`config.mk`:
```
export PLATFORM = sky130hd
export DESIGN_NAME = sram_tst_seq
export DESIGN_NICKNAME = d
export VERILOG_FILES = /design/src/rtl/sram_tst_pkg.sv /design/src/rtl/sram_tst_sat_cnt.sv /design/src/rtl/sram_tst_addr_gen.sv /design/src/rtl/sram_tst_fsm.sv /design/src/rtl/sram_tst_seq.sv
export SDC_FILE = /design/constraint.sdc
export NUM_CORES = 1
export LEC_CHECK = 0
export ABC_CLOCK_PERIOD_IN_PS = 6800
export BUFFER_PORTS_ARGS = -buffer_cell sky130_fd_sc_hd__buf_4
export CAP_MARGIN = 10
export CORE_ASPECT_RATIO = 1.1
export CORE_MARGIN = 4
export CORE_UTILIZATION = 40
export CTS_CLUSTER_SIZE = 10
export DETAILED_ROUTE_END_ITERATION = 8
export PLACE_DENSITY_LB_ADDON = 0.15
export SLEW_MARGIN = 20
export SYNTH_ARGS = -nofsm -noshare
export SYNTH_HDL_FRONTEND = slang
export SYNTH_SLANG_ARGS = --single-unit
```
`constraint.sdc`:
```
create_clock -name clk_i -period 6.8 [get_ports clk_i]
set_clock_uncertainty 0.2 [all_clocks]
set_input_delay 1.36 -clock clk_i [delete_from_list [all_inputs] [get_ports clk_i]]
set_output_delay 1.36 -clock clk_i [all_outputs]
set_load 0.05 [all_outputs]
```
`src/rtl/sram_tst_pkg.sv`:
```
package sram_tst_pkg;
  typedef enum logic [1:0] {MODE_WR, MODE_RD, MODE_INJ, MODE_MIX} mode_e;
  typedef enum logic [1:0] {ST_IDLE, ST_CYC1, ST_CYC2, ST_CYC3} st_e;
endpackage

```
`src/rtl/sram_tst_sat_cnt.sv`:
```
module sram_tst_sat_cnt #(
  parameter int W   = 16,
  parameter bit SAT = 1'b1
) (
  input  logic         clk_i,
  input  logic         rst_ni,
  input  logic         clr_i,
  input  logic         inc_i,
  output logic [W-1:0] cnt_o
);
  logic [W-1:0] cnt_q, cnt_nxt;

  generate
    if (SAT) begin : g_sat
      assign cnt_nxt = (cnt_q == '1) ? cnt_q : cnt_q + W'(1);

      sat_hold_chk: assert property (@(posedge clk_i) disable iff (!rst_ni)
        (cnt_q == '1 && !clr_i) |=> cnt_q == '1);
    end else begin : g_wrap
      assign cnt_nxt = cnt_q + W'(1);
    end
  endgenerate

  always_ff @(posedge clk_i or negedge rst_ni) begin
    if (!rst_ni)    cnt_q <= '0;
    else if (clr_i) cnt_q <= '0;
    else if (inc_i) cnt_q <= cnt_nxt;
  end

  assign cnt_o = cnt_q;


  hold_idle_chk: assert property (@(posedge clk_i) disable iff (!rst_ni)
    (!clr_i && !inc_i) |=> $stable(cnt_q));
endmodule

```
`src/rtl/sram_tst_addr_gen.sv`:
```
module sram_tst_addr_gen
  import sram_tst_pkg::*;
#(
  parameter int ADDR_W = 18,
  parameter int DATA_W = 16,
  parameter int SW_W   = 8,
  parameter int LAG    = 16
) (
  input  logic              clk_i,
  input  logic              rst_ni,
  input  logic              clr_i,
  input  logic              inc_i,
  input  logic              sw_ld_i,
  input  logic [SW_W-1:0]   sw_i,
  input  mode_e             mode_i,
  input  logic              rd_op_i,
  output logic [ADDR_W-1:0] addr_o,
  output logic [DATA_W-1:0] wdata_o,
  output logic [DATA_W-1:0] exp_o,
  output logic              last_o,
  output logic              lag_ok_o
);
  localparam logic [ADDR_W-1:0] LAG_A = ADDR_W'(LAG);

  logic [ADDR_W-1:0] cnt_q, addr_mux;
  logic [SW_W-1:0]   sw_q;
  logic [DATA_W-1:0] addr_ext;

  always_ff @(posedge clk_i or negedge rst_ni) begin
    if (!rst_ni) begin
      cnt_q <= '0;
      sw_q  <= '0;
    end else begin
      if (clr_i)      cnt_q <= '0;
      else if (inc_i) cnt_q <= cnt_q + ADDR_W'(1);
      if (sw_ld_i)    sw_q  <= sw_i;
    end
  end

  always_comb begin
    if (mode_i == MODE_INJ)                addr_mux = ADDR_W'(sw_q);
    else if (mode_i == MODE_MIX && rd_op_i) addr_mux = cnt_q - LAG_A;
    else                                   addr_mux = cnt_q;
  end

  assign addr_ext = DATA_W'(addr_mux);
  assign exp_o    = ~addr_ext;
  assign wdata_o  = (mode_i == MODE_INJ) ? addr_ext : ~addr_ext;
  assign addr_o   = addr_mux;
  assign last_o   = (cnt_q == '1);
  assign lag_ok_o = (cnt_q >= LAG_A);


  lag_read_chk: assert property (@(posedge clk_i) disable iff (!rst_ni)
    (mode_i == MODE_MIX && rd_op_i) |-> cnt_q >= LAG_A);
endmodule

```
`src/rtl/sram_tst_fsm.sv`:
```
module sram_tst_fsm
  import sram_tst_pkg::*;
(
  input  logic       clk_i,
  input  logic       rst_ni,
  input  logic [3:0] start_i,  // [0] wr, [1] rd, [2] inj, [3] mix
  input  logic       last_i,
  input  logic       lag_ok_i,
  output mode_e      mode_o,
  output logic       rd_op_o,
  output logic       access_o,
  output logic       cnt_clr_o,
  output logic       cnt_inc_o,
  output logic       sw_ld_o,
  output logic       err_clr_o,
  output logic       err_chk_o,
  output logic       inj_inc_o
);
  st_e   st_q, st_d;
  mode_e mode_q, mode_d;
  logic  rd_q, rd_d;

  always_ff @(posedge clk_i or negedge rst_ni) begin
    if (!rst_ni) begin
      st_q   <= ST_IDLE;
      mode_q <= MODE_WR;
      rd_q   <= 1'b0;
    end else begin
      st_q   <= st_d;
      mode_q <= mode_d;
      rd_q   <= rd_d;
    end
  end

  always_comb begin
    st_d      = st_q;
    mode_d    = mode_q;
    rd_d      = rd_q;
    cnt_clr_o = 1'b0;
    cnt_inc_o = 1'b0;
    sw_ld_o   = 1'b0;
    err_clr_o = 1'b0;
    inj_inc_o = 1'b0;
    unique case (st_q)
      ST_IDLE: if (|start_i) begin
        if (start_i[0])      mode_d = MODE_WR;
        else if (start_i[1]) mode_d = MODE_RD;
        else if (start_i[2]) mode_d = MODE_INJ;
        else                 mode_d = MODE_MIX;
        rd_d      = (mode_d == MODE_RD);
        cnt_clr_o = 1'b1;
        sw_ld_o   = 1'b1;
        err_clr_o = (mode_d == MODE_WR);
        st_d      = ST_CYC1;
      end
      ST_CYC1: st_d = ST_CYC2;
      ST_CYC2: st_d = ST_CYC3;
      ST_CYC3: begin
        unique case (mode_q)
          MODE_INJ: begin
            inj_inc_o = 1'b1;
            st_d      = ST_IDLE;
          end
          MODE_MIX: begin
            if (!rd_q && lag_ok_i) begin
              rd_d = 1'b1;
              st_d = ST_CYC1;
            end else begin
              rd_d = 1'b0;
              if (last_i) st_d = ST_IDLE;
              else begin
                cnt_inc_o = 1'b1;
                st_d      = ST_CYC1;
              end
            end
          end
          default: begin
            if (last_i) st_d = ST_IDLE;
            else begin
              cnt_inc_o = 1'b1;
              st_d      = ST_CYC1;
            end
          end
        endcase
      end
      default: st_d = ST_IDLE;
    endcase
  end

  assign mode_o    = mode_q;
  assign rd_op_o   = rd_q;
  assign access_o  = (st_q == ST_CYC1);
  assign err_chk_o = (st_q == ST_CYC3) && rd_q;


  req_pulse_chk: assert property (@(posedge clk_i) disable iff (!rst_ni)
    access_o |=> !access_o);

  busy_mode_chk: assert property (@(posedge clk_i) disable iff (!rst_ni)
    (st_q != ST_IDLE) |=> $stable(mode_q));

  access_order_chk: assert property (@(posedge clk_i) disable iff (!rst_ni)
    (st_q == ST_CYC1) |=> (st_q == ST_CYC2));
endmodule

```
`src/rtl/sram_tst_seq.sv`:
```
module sram_tst_seq
  import sram_tst_pkg::*;
#(
  parameter int ADDR_W = 18,
  parameter int DATA_W = 16,
  parameter int SW_W   = 8,
  parameter int ERR_W  = 16,
  parameter int INJ_W  = 8,
  parameter int LAG    = 16
) (
  input  logic              clk_i,
  input  logic              rst_ni,
  input  logic              wr_tick_i,
  input  logic              rd_tick_i,
  input  logic              inj_tick_i,
  input  logic              mix_tick_i,
  input  logic [SW_W-1:0]   sw_i,
  output logic              mem_o,
  output logic              rw_o,
  output logic [ADDR_W-1:0] addr_o,
  output logic [DATA_W-1:0] wdata_o,
  input  logic [DATA_W-1:0] rdata_i,
  output logic [ERR_W-1:0]  err_cnt_o,
  output logic [INJ_W-1:0]  inj_cnt_o
);
  mode_e             mode;
  logic              rd_op, access, cnt_clr, cnt_inc, sw_ld;
  logic              err_clr, err_chk, inj_inc, last, lag_ok, mismatch;
  logic [DATA_W-1:0] exp_data;

  sram_tst_fsm u_fsm (
    .clk_i, .rst_ni,
    .start_i  ({mix_tick_i, inj_tick_i, rd_tick_i, wr_tick_i}),
    .last_i   (last),
    .lag_ok_i (lag_ok),
    .mode_o   (mode),
    .rd_op_o  (rd_op),
    .access_o (access),
    .cnt_clr_o(cnt_clr),
    .cnt_inc_o(cnt_inc),
    .sw_ld_o  (sw_ld),
    .err_clr_o(err_clr),
    .err_chk_o(err_chk),
    .inj_inc_o(inj_inc)
  );

  sram_tst_addr_gen #(.ADDR_W(ADDR_W), .DATA_W(DATA_W), .SW_W(SW_W), .LAG(LAG)) u_agen (
    .clk_i, .rst_ni,
    .clr_i   (cnt_clr),
    .inc_i   (cnt_inc),
    .sw_ld_i (sw_ld),
    .sw_i    (sw_i),
    .mode_i  (mode),
    .rd_op_i (rd_op),
    .addr_o  (addr_o),
    .wdata_o (wdata_o),
    .exp_o   (exp_data),
    .last_o  (last),
    .lag_ok_o(lag_ok)
  );

  assign mismatch = err_chk && (rdata_i != exp_data);

  sram_tst_sat_cnt #(.W(ERR_W), .SAT(1'b1)) u_err (
    .clk_i, .rst_ni, .clr_i(err_clr), .inc_i(mismatch), .cnt_o(err_cnt_o)
  );

  sram_tst_sat_cnt #(.W(INJ_W), .SAT(1'b0)) u_inj (
    .clk_i, .rst_ni, .clr_i(1'b0), .inc_i(inj_inc), .cnt_o(inj_cnt_o)
  );

  assign mem_o = access;
  assign rw_o  = rd_op;


  inj_write_chk: assert property (@(posedge clk_i) disable iff (!rst_ni)
    (mem_o && mode == MODE_INJ) |-> !rw_o);
endmodule

```
==> key figures <==
Outcome
  – Status: completed

Global route
  – Met1 Track Usage GR: 0.2722
  – Grt total ovfl: 0
  – Total track usage: 0.1932
  – Initial antenna violation count: 0
  – Grt peak-use layer: met2
  – GR Layer Usage met2: 0.3170
  – Met3 global-route usage: 0.03147
  – Largest net degree at the start of global routing: 56
  – Vias in the first global route: 3,317
  – First-pass GRT wire length: 17.03 mm

Drt
  – Vias per inst: 5.596
  – Drt first-iter violations: 178
  – Via count: 3,492
  – Router iterations before antenna repair: 4
  – Final ANT Viol Nets: 0
  – Final wirelength: 10.61 mm
  – Drt drc: 0
  – Avg WL per Cell: 17.00 um

Worst setup path
  – Critical Path End Type: output port
  – WS Path Type: register to output port
  – CP Data Required Time: 5.24 ns
  – Crit path DAT: 2.76 ns
  – Crit path max fanout: 20
  – Crit path launch type: register

Finish
  – Commonest non-fill, non-tap cells in the layout: buf_4 (92), dfrtp_1 (55), nand2_1 (41)
  – Nets@finish: 550
  – Layout area overhead: 19.40%
  – Ant. Diodes: 0
  – Register area: 1376 um^2
  – Share of post-route cells with drive strength above 1: 0.2431
  – Area of the multi-input gates: 2158 um^2
  – Non-Filler Instances: 624
  – Fillcell total: 885
  – Leading cell type in the layout, fill and taps excluded: buf_4

Yosys
  – Post-synth top flop: dfrtp_1
  – EDFF count, synth: 0
  – Cell variety after synth: 61
  – Post-synth ARST share: 1.000
  – Seq/Total Area, Yosys: 0.3636
  – Synth area leaders: dfrtp_1 (36%), xnor2_1 (4.6%), nand2_1 (4.1%)
  – Avg Cell Area, Syn: 8.701 um^2
  – Seq cells post-synth: 55
  – Post-Syn Area: 3785 um^2
  – Synthesized Nets: 476
  – Syn. warnings: 0
  – Cell taking the most area after synthesis: dfrtp_1
  – Post-Synthesis Cells: 435
  – Yosys top cell area share: 0.3636

Power and ir drop
  – Switching Share: 0.5651
  – Maximum VDD drop: 0.3841 mV
  – Cell Int Power: 875.1 uW
  – Logic pwr share: 0.658
  – Sequential share of power: 0.244
  – PwrDens: 445.2 nW/um^2
  – Sw power: 1137 uW
  – Leak Pwr: 0.002019 uW
  – Clk pwr share: 0.098

Job
  – Max-cap violations: 0

Timing
  – Post-route minimum period: 4.319 ns
  – Endpoints failing setup: 0
  – Peak Freq: 231.6 MHz
  – Setup TNS: 0 ns
  – Rel. slew slack: 0.4739
  – Worst Max-Slew Pin Slew: 0.7819 ns
  – Final worst path period share: 0.6351
  – Unrepaired setup endpoints after global routing: no
  – Slew Limit Fails: 0
  – Final hold violation count: 0

Clocking
  – Clock Path Buffers: 2
  – CTS hold repair buffers: 0
  – Skew-Pair Late Insertion Delay: 0.32 ns
  – Clk sinks: 55
  – CTS Root Cell: clkbuf_8
  – Setup bufs post-CTS: 0
  – CTS tree: yes
  – H-tree Lvls: 2
  – Num CTS Buffers: 5
  – Post-CTS resize count: 0
  – Worst-path clk slew: 0.11 ns

Die
  – Horiz. Die Dim: 100.7 um
  – Core Area: 9054 um^2
  – Full die area: 11,080 um^2
  – Initial core utilization: 0.4180
  – IO Pins: 90
  – Standard-cell rows: 36
  – Die height: 110.0 um

Place
  – Detailed Place HPWL: 7.909 mm
  – Port bufs: 89
  – Inst Count DP: 616
  – RePlAce Congestion: 0.8986

Hold path
  – HP Class: register to register
[power groups by stage]
stage                     registers, uW  logic [uW]  clock network (uW)
after floorplan                     517         931                   0
after global placement              494        1320                   0
after detailed placement            496        1330                   0
after CTS                           489        1330                 200
after global routing                503        1410                 213
final                               491        1320                 197
[synthesized netlist by cell type (all sizes together) (2+ instances only)]
cell	n
nor2	33
nor2b	2
xor2	17
or2	2
or4	6
inv	16
xnor2	20
nor4	8
and4	2
nor3	16
dfrtp	55
buf	11
and3	12
a21oi	28
nand2	41
nand4	9
o31ai	6
mux2	9
a211o	2
o21a	8
and2	5
nand3	21
o2bb2ai	2
or3	16
a2bb2oi	2
a31oi	5
nor3b	2
a211oi	2
ha	11
o22ai	6
o21ai	28
nand2b	2
clkbuf	13
[logic make-up (layout without fill, tap and decap cells)]
family                     count (synthesis)  in the layout  share of synthesized area
muxes                                     10             10                    0.02942
adders and majority gates                 11             11                    0.03636
xor gates and xnor gates                  37             37                    0.08562
and+or+nand+nor                          181            181                     0.2493
buffers and inverters                     41            116                    0.06677
DFF                                       55             55                     0.3636
AOI/OAI and AO/OA                        100            100                     0.1689
[state kept, by name, summed over array words and instances (netlist names)]
name           count
u_fsm.mode_o       2
u_fsm.st_q         2
u_err.cnt_o       16
u_inj.cnt_o        8
u_fsm.rd_op_o      1
u_agen.cnt_q      18
u_agen.sw_q        8
[through the flow]
| step | power, uW | hold WS, ns | instance area, um^2 | setup WS, ns | util |
|---|---|---|---|---|---|
| 2_1_floorplan | 1448 | 0.2806 | 3785 | 2.417 | - |
| 3_3_place_gp | 1812 | 0.2657 | 4428 | 3.018 | 0.4891 |
| 3_5_place_dp | 1821 | 0.2802 | 4428 | 2.941 | 0.4891 |
| 4_1_cts | 2020 | 0.2955 | 4519 | 2.561 | 0.4992 |
| 5_1_grt | 2127 | 0.3185 | 4519 | 2.335 | 0.4992 |
| 6_report | 2012 | 0.2940 | 4519 | 2.481 | 0.4992 |
[critical path, stage by stage (launching register included)]
cell      delay (ns)
dfrtp_1         0.75
nor2b_1         0.60
buf_4           0.32
nor2_1          0.06
a211oi_1        0.42
buf_4           0.29
[routing by layer]
metal  vias up  routed length (um)
met3         6                 545
met5         -                   0
li1       1707                   -
met2       115                4933
met1      1664                5041
met4         0                  86
[cell type report]
type,count,share of cell area
timing repair buffer,92,0.1528
tap,114,0.03156
multi-input combinational,339,0.4776
sequential,55,0.3045
clock inverter,3,0.004983
inverter,16,0.01329
clock buffer,5,0.01523
[final timing paths]
| check | start | to | slack, ns | depth (start not counted) |
|---|---|---|---|---|
| max reg2reg | u_fsm.mode_o[1] | u_err.cnt_o[6] | 3.02 | 11 |
| max | u_fsm.mode_o[1] | addr_o[7] | 2.48 | 5 |
| max in group asynchronous | rst_ni | u_inj.cnt_o[7] | 5.02 | 1 |
| min in group asynchronous | rst_ni | u_err.cnt_o[14] | 0.90 | 1 |
| min reg2reg | u_inj.cnt_o[7] | u_inj.cnt_o[7] | 0.29 | 1 |
| min | u_inj.cnt_o[7] | u_inj.cnt_o[7] | 0.29 | 1 |
Power figures use the tool's default switching activity.
